[config.mk]
export PLATFORM = sky130hd
export DESIGN_NAME = busclr_gen
export DESIGN_NICKNAME = d
export VERILOG_FILES = /design/src/rtl/busclr_pkg.sv /design/src/rtl/busclr_qtick.sv /design/src/rtl/busclr_seq.sv /design/src/rtl/busclr_lines.sv /design/src/rtl/busclr_gen.sv
export SDC_FILE = /design/constraint.sdc
export NUM_CORES = 1
export LEC_CHECK = 0
export CORE_ASPECT_RATIO = 0.8
export CORE_MARGIN = 5
export CORE_UTILIZATION = 35
export CTS_CLUSTER_DIAMETER = 200
export CTS_CLUSTER_SIZE = 25
export DETAILED_ROUTE_END_ITERATION = 7
export HOLD_SLACK_MARGIN = 0.08
export PLACE_DENSITY = 0.61
export SLEW_MARGIN = 40
export SYNTH_ARGS = -nofsm -noshare
export SYNTH_HDL_FRONTEND = slang
export SYNTH_SLANG_ARGS = --single-unit
export TNS_END_PERCENT = 30
[constraint.sdc]
create_clock -name clk -period 1.9 [get_ports clk]
set_input_delay 0.57 -clock clk [delete_from_list [all_inputs] [get_ports clk]]
set_output_delay 0.57 -clock clk [all_outputs]
set_load 0.03 [all_outputs]
[src/rtl/busclr_pkg.sv]
package busclr_pkg;

  typedef enum logic [2:0] {
    PH_IDLE,
    PH_LEAD,
    PH_ONES,
    PH_REST,
    PH_STOP
  } phase_e;

  // 1 = line released, 0 = line pulled low
  typedef struct packed {
    logic scl_rel;
    logic sda_rel;
  } lines_t;

  localparam lines_t LINES_FREE = '{scl_rel: 1'b1, sda_rel: 1'b1};

endpackage

[src/rtl/busclr_qtick.sv]
module busclr_qtick #(
  parameter int QTR_CYCLES = 4
) (
  input  logic clk,
  input  logic rst_n,
  input  logic run,
  output logic tick
);

  generate
    if (QTR_CYCLES <= 1) begin : g_direct
      assign tick = run;
    end else begin : g_count
      localparam int DIV_W = $clog2(QTR_CYCLES);
      localparam logic [DIV_W-1:0] CNT_LAST = DIV_W'(QTR_CYCLES - 1);

      logic [DIV_W-1:0] cnt;

      assign tick = run && (cnt == CNT_LAST);

      always_ff @(posedge clk or negedge rst_n) begin
        if (!rst_n) begin
          cnt <= '0;
        end else if (!run || tick) begin
          cnt <= '0;
        end else begin
          cnt <= cnt + 1'b1;
        end
      end

      // a running quarter keeps counting; nothing restarts it mid-way
      p_quarter_steady_r9: assert property (@(posedge clk) disable iff (!rst_n)
        (run && !tick) |=> (cnt == DIV_W'($past(cnt) + 1'b1)));

      // the counter never passes the quarter length
      p_count_bound_r7: assert property (@(posedge clk) disable iff (!rst_n)
        run |-> (cnt <= CNT_LAST));
    end
  endgenerate

endmodule

[src/rtl/busclr_seq.sv]
module busclr_seq
  import busclr_pkg::*;
#(
  parameter int NUM_ONES = 9
) (
  input  logic       clk,
  input  logic       rst_n,
  input  logic       start_i,
  input  logic       tick,
  output phase_e     phase,
  output logic [1:0] qidx,
  output logic       busy,
  output logic       done
);

  localparam int BIT_W = (NUM_ONES > 1) ? $clog2(NUM_ONES) : 1;
  localparam logic [BIT_W-1:0] BIT_LAST = BIT_W'(NUM_ONES - 1);

  logic [BIT_W-1:0] bitc;
  logic             phase_last;
  phase_e           phase_next;

  assign busy = (phase != PH_IDLE);

  always_comb begin
    phase_last = 1'b0;
    phase_next = phase;
    case (phase)
      PH_LEAD: begin
        phase_last = (qidx == 2'd3);
        phase_next = PH_ONES;
      end
      PH_ONES: begin
        phase_last = (qidx == 2'd3) && (bitc == BIT_LAST);
        phase_next = PH_REST;
      end
      PH_REST: begin
        phase_last = (qidx == 2'd1);
        phase_next = PH_STOP;
      end
      PH_STOP: begin
        phase_last = (qidx == 2'd2);
        phase_next = PH_IDLE;
      end
      default: begin
        phase_last = 1'b0;
        phase_next = PH_IDLE;
      end
    endcase
  end

  always_ff @(posedge clk or negedge rst_n) begin
    if (!rst_n) begin
      phase <= PH_IDLE;
      qidx  <= '0;
      bitc  <= '0;
      done  <= 1'b0;
    end else begin
      done <= 1'b0;
      if (phase == PH_IDLE) begin
        if (start_i) begin
          phase <= PH_LEAD;
          qidx  <= '0;
          bitc  <= '0;
        end
      end else if (tick) begin
        if (phase_last) begin
          phase <= phase_next;
          qidx  <= '0;
          bitc  <= '0;
          done  <= (phase_next == PH_IDLE);
        end else begin
          qidx <= qidx + 1'b1;
          if (phase == PH_ONES && qidx == 2'd3) begin
            bitc <= bitc + 1'b1;
          end
        end
      end
    end
  end

  // a request while idle opens the lead-in at its first quarter
  p_accept_r2: assert property (@(posedge clk) disable iff (!rst_n)
    (phase == PH_IDLE && start_i) |=> (phase == PH_LEAD && qidx == 2'd0));

  // while running, nothing but a quarter tick moves the state
  p_ignore_request_r9: assert property (@(posedge clk) disable iff (!rst_n)
    (busy && !tick) |=> (phase == $past(phase) && qidx == $past(qidx)));

  // the pulse counter stays inside the configured run
  p_pulse_range_r4: assert property (@(posedge clk) disable iff (!rst_n)
    (phase == PH_ONES) |-> (bitc <= BIT_LAST));

  // completion is a single-cycle pulse
  p_done_single_r8: assert property (@(posedge clk) disable iff (!rst_n)
    done |=> !done);

endmodule

[src/rtl/busclr_lines.sv]
module busclr_lines
  import busclr_pkg::*;
(
  input  logic       clk,
  input  logic       rst_n,
  input  phase_e     phase,
  input  logic [1:0] qidx,
  output lines_t     lines_q
);

  lines_t lines_d;

  always_comb begin
    lines_d = LINES_FREE;
    case (phase)
      PH_LEAD: begin
        case (qidx)
          2'd0:    lines_d = '{scl_rel: 1'b1, sda_rel: 1'b1};
          2'd1:    lines_d = '{scl_rel: 1'b1, sda_rel: 1'b0};
          2'd2:    lines_d = '{scl_rel: 1'b0, sda_rel: 1'b0};
          default: lines_d = '{scl_rel: 1'b0, sda_rel: 1'b1};
        endcase
      end
      PH_ONES: begin
        lines_d = '{scl_rel: qidx[1], sda_rel: 1'b1};
      end
      PH_REST: begin
        lines_d = '{scl_rel: (qidx == 2'd0), sda_rel: 1'b0};
      end
      PH_STOP: begin
        case (qidx)
          2'd0:    lines_d = '{scl_rel: 1'b0, sda_rel: 1'b0};
          2'd1:    lines_d = '{scl_rel: 1'b1, sda_rel: 1'b0};
          default: lines_d = '{scl_rel: 1'b1, sda_rel: 1'b1};
        endcase
      end
      default: lines_d = LINES_FREE;
    endcase
  end

  always_ff @(posedge clk or negedge rst_n) begin
    if (!rst_n) begin
      lines_q <= LINES_FREE;
    end else begin
      lines_q <= lines_d;
    end
  end

  // data line stays released for every pulse of the run
  p_ones_sda_free_r4: assert property (@(posedge clk) disable iff (!rst_n)
    (phase == PH_ONES) |=> lines_q.sda_rel);

  // an idle sequencer leaves both lines released
  p_idle_free_r1: assert property (@(posedge clk) disable iff (!rst_n)
    (phase == PH_IDLE) |=> (lines_q == LINES_FREE));

  // the last stop quarter releases both lines
  p_stop_end_r6: assert property (@(posedge clk) disable iff (!rst_n)
    (phase == PH_STOP && qidx == 2'd2) |=> (lines_q == LINES_FREE));

endmodule

[src/rtl/busclr_gen.sv]
module busclr_gen
  import busclr_pkg::*;
#(
  parameter int QTR_CYCLES = 4,
  parameter int NUM_ONES   = 9
) (
  input  logic clk,
  input  logic rst_n,
  input  logic start_i,
  output logic scl_pull_o,
  output logic sda_pull_o,
  output logic busy_o,
  output logic done_o
);

  phase_e     phase;
  logic [1:0] qidx;
  logic       busy;
  logic       done;
  logic       tick;
  lines_t     lines_q;

  busclr_qtick #(.QTR_CYCLES(QTR_CYCLES)) u_qtick (
    .clk  (clk),
    .rst_n(rst_n),
    .run  (busy),
    .tick (tick)
  );

  busclr_seq #(.NUM_ONES(NUM_ONES)) u_seq (
    .clk    (clk),
    .rst_n  (rst_n),
    .start_i(start_i),
    .tick   (tick),
    .phase  (phase),
    .qidx   (qidx),
    .busy   (busy),
    .done   (done)
  );

  busclr_lines u_lines (
    .clk    (clk),
    .rst_n  (rst_n),
    .phase  (phase),
    .qidx   (qidx),
    .lines_q(lines_q)
  );

  assign scl_pull_o = ~lines_q.scl_rel;
  assign sda_pull_o = ~lines_q.sda_rel;
  assign busy_o     = busy;
  assign done_o     = done;

  // completion is flagged in the first cycle after busy drops
  p_done_after_busy_r8: assert property (@(posedge clk) disable iff (!rst_n)
    done_o |-> (!busy_o && $past(busy_o)));

  // a line is pulled only during, or just after, a running sequence
  p_pull_when_busy_r10: assert property (@(posedge clk) disable iff (!rst_n)
    (scl_pull_o || sda_pull_o) |-> $past(busy_o));

endmodule

==> flow_results.org <==
** Setup path
- Broken down by cell family, the worst path's largest delay share belongs to buffers and inverters.
- Startpoint of the most critical register-to-register path :: u_seq.qidx[1]
- Together, buffers and inverters on the worst path number 1.
- Delay of the slowest cell on the worst path :: roughly 660 ps
- Walking the worst path, the cells encountered are clkdlybuf4s50_1.
- STA puts the critical path data arrival time at between 1000 and 1500 ps.
- Critical Path Source Type :: register
- Cell with the largest stage delay on the worst path :: clkdlybuf4s50_1
- The critical path starts at u_seq.done.
- Logic depth of the worst setup path including buffers :: 1
- The critical path in this run is classified as register to output port.
- Worst Setup End Kind :: output port
- Of all nets on the critical path, the largest fanout is 1.
- Cell depth of the worst flop-to-flop path :: 7
- At the worst endpoint, the required time is roughly 1300 ps.

** Cells and area
- For this run, the post-layout net count is 127.
- Fraction of layout instances using a drive strength above 1 :: a little under 20%
- Antenna cell count :: 0
- In the final layout, flip-flops and latches occupy roughly 350 um^2.
- Commonest cells after routing, fill and taps aside :: 12 x dfrtp_1, 11 x nand2_1, 10 x inv_1
- Area occupied by multi-input gates :: approximately 530 um^2
- Leading cell type in the layout, fill and taps excluded :: dfrtp_1
- Once layout is complete, the cells apart from fillers number about 150.
- Counting the fill cells in the layout gives around 280.
- Compared with the post-synthesis result, the final layout area differs by 14.5%.

** Clock tree
- TritonCTS clock tree :: done
- Cts bufs inserted :: 3
- Clock transition at the registers of the reported paths :: 90 ps
- Clock sink count :: 14
- Clock tree synthesis selected as its root buffer the cell clkbuf_4.
- Clock Latency Late Sink :: roughly 280 ps
- Post-CTS Setup Inserts :: 0
- CTS built an H-tree with a depth of 1.
- The clock passes through at most 2 buffers.
- Hold repair after CTS inserted 0 buffers.

** STA
- Endpoints failing hold :: 0
- The count of final max-slew check failures was 0.
- Setup total negative slack on the finished layout was measured at 0 ps.
- Setup repair after global routing left no endpoint under its margin.
- The worst pin sits at a relative slew slack of between 70 and 80%.
- After layout, the worst path uses between 90% and 100% of the clock period.
- Fmax achieved :: approximately 0.54 GHz
- Final worst path period need :: roughly 1800 ps
- For the pin with the worst max-slew slack, the measured transition is about 330 ps.
- Setup violations remaining at the end of the flow were counted as 0.
- Across the routed clock network, the largest skew measured is 1.28 ps.

** Logic synthesis
- Synthesis inferred 14 register bits.
- Number of warnings reported in the yosys synthesis log :: 0
- Synthesized area per cell :: ~9.5 um^2
- Share of the yosys chip area belonging to registers :: a little over a third
- Number of instances in the synthesized netlist :: roughly 100
- The number of nets in the synthesized netlist is 114.
- The synthesized design spends more area on one cell type than any other, namely dfrtp_1.
- Most area-consuming cells after synthesis :: dfrtp_1 31%, ha_1 12%, dfstp_2 5.4%
- The netlist uses 31 different library cells.
- Top cell type's share of synthesized area :: 31.1%
- Cell Area, Synth :: 966 um^2

** Global route
- The first global-routing pass estimated around 3100 um of wire.
- Largest net degree at the start of global routing :: 15
- The number of global-route vias before repair was between 600 and 700.
- Number of antenna violations at the first check in global routing :: 0
- Global route overflow :: 0
- Global Route Usage Sum :: between 10% and 20%

** Drt
- The first detailed-routing pass ran for 4 iterations.
- The detail route stage leaves a number of antenna-violating nets equal to 0.
- After the first detailed-routing iteration, the DRC count stood at 35.
- For this run, design rule violations remaining after detail routing come to 0.
- In the final routed layout, each cell accounts on average for 12.1 um.
- Via/cell ratio :: roughly 4.8
- Wires add up to roughly 1800 um.
- For this block, the via count after detailed routing is 724.

** Power and ir drop
- Total power per unit cell area :: roughly 470 mW/mm^2
- Flop pwr share :: 56.7%
- Worst supply voltage drop on vdd :: between 0.2 and 0.25 mV
- Net switching is about 20% of the power.
- Lkg Pwr :: between 0.4 and 0.5 nW
- Cell-internal power :: roughly 0.00042 W
- For this design the total switching power over the nets is between 0.0001 and 0.00015 W.
- The completed layout was analyzed and its total power is about 0.00053 W.
- Comb pwr share :: 2.2%
- The clock network burns ~41% of the power.

** Floorplanning
- The die covers 0.00392 mm^2.
- In this run the vertical extent of the chip is 57.0 um.
- Starting Density :: 35.8%
- The core region is about 0.0027 mm^2.
- In this run the horizontal extent of the chip is 68.7 um.
- During I/O placement, the number of pins put on the boundary was 7.
- After floorplanning, the core was divided into 17 placement rows.

** Placed design
- Detailed placement ended at an HPWL of around 1400 um.
- Port-buffer cells :: 6
- Placed Cells :: approximately 150
- At the end of routability-driven placement, the weighted congestion stood at roughly 0.71.

** Outcome
- The flow ran to the end, and the final reports show no timing, DRC or antenna violations.

** Hold path
- Min-Delay Path Class :: register to register
- Startpoint of the worst hold path :: u_qtick.g_count.cnt[0]
- Counting instances, the worst hold path has a depth of 1.

** Run
- Max-cap violation count :: 0
[synth_stat cells]
cell,n
buf_4,1
o31ai_4,1
a21o_1,1
a211o_1,1
o22ai_1,3
mux2i_1,1
and3_1,1
inv_1,10
a21oi_1,4
a21oi_2,2
xnor2_1,2
a22o_1,1
dfrtp_1,12
o21ai_2,3
nand2b_1,5
dfstp_2,2
nand4_1,1
nand3b_1,1
nor3_2,2
o31ai_1,2
ha_1,9
nor3_1,2
and4bb_1,1
o21ai_0,4
nand3_1,3
nor2_1,9
buf_6,3
o22a_1,1
nand4bb_4,1
nand2_1,11
o21ai_1,2
[power by group through the flow]
stage	clock network (W)	registers (W)	logic, W
2_1_floorplan	0	0.000304	0.0000000701
3_3_place_gp	0	0.000304	0.0000121
3_5_place_dp	0	0.000304	0.0000122
4_1_cts	0.000225	0.000298	0.0000122
5_1_grt	0.000236	0.000298	0.0000137
6_report	0.000216	0.000298	0.0000117
[cells by family after synthesis]
kind of cell               count (synthesis)  synth area share [%]
buffers and inverters                     14                  8.16
adders and majority gates                  9                  11.7
DFF                                       14                  36.5
muxes                                      1                  1.04
AOI/OAI and AO/OA                         25                  18.9
xor gates and xnor gates                   2                  1.81
and+or+nand+nor                           37                  21.9
[registers in the layout (all words and copies together) (netlist names)]
signal / count
u_qtick.g_count.cnt: 2
u_seq.phase: 3
u_seq.done: 1
u_lines.lines_q: 2
u_seq.bitc: 4
u_seq.qidx: 2
[layout make-up]
class                      count  share of cell area, %
inverter                      10                   3.39
multi-input combinational     74                   48.3
clock buffer                   4                   3.28
timing repair buffer          12                   8.82
tap                           38                   4.30
sequential                    14                   31.9
[repair_timing]
item	CTS	global route
gates resized for setup	3	2
hold endpoints to repair	0	0
endpoints found under the setup margin	3	1
[stage by stage]
stage | instance area [um^2] | util [%] | hold slack [ps] | setup WS, ps
floorplan | 966 | - | 274 | 367
global placement | 1080 | 39.9 | 435 | 102
detailed placement | 1080 | 39.9 | 433 | 63.3
CTS | 1110 | 41.1 | 446 | 14.4
global route | 1110 | 40.9 | 451 | 13.9
finish | 1110 | 40.9 | 440 | 59.0
[per-layer routing]
| metal | track usage [%] | vias up | wire (um) |
|---|---|---|---|
| met2 | 17.7 | 6 | 903 |
| li1 | - | 374 | - |
| met4 | 4.17 | 0 | 25 |
| met1 | 13.5 | 342 | 880 |
| met3 | 2.95 | 2 | 28 |
| met5 | 0 | - | 0 |
[path summary, 6_finish.rpt]
kind	endpoint	slack, ps
min in group asynchronous	u_seq.done	590
hold reg to reg	u_qtick.g_count.cnt[0]	440
max in group asynchronous	u_lines.lines_q[0]	1070
setup / recovery	done_o	60
hold / removal	u_qtick.g_count.cnt[0]	440
setup reg to reg	u_seq.bitc[2]	180
Power figures use the tool's default switching activity.
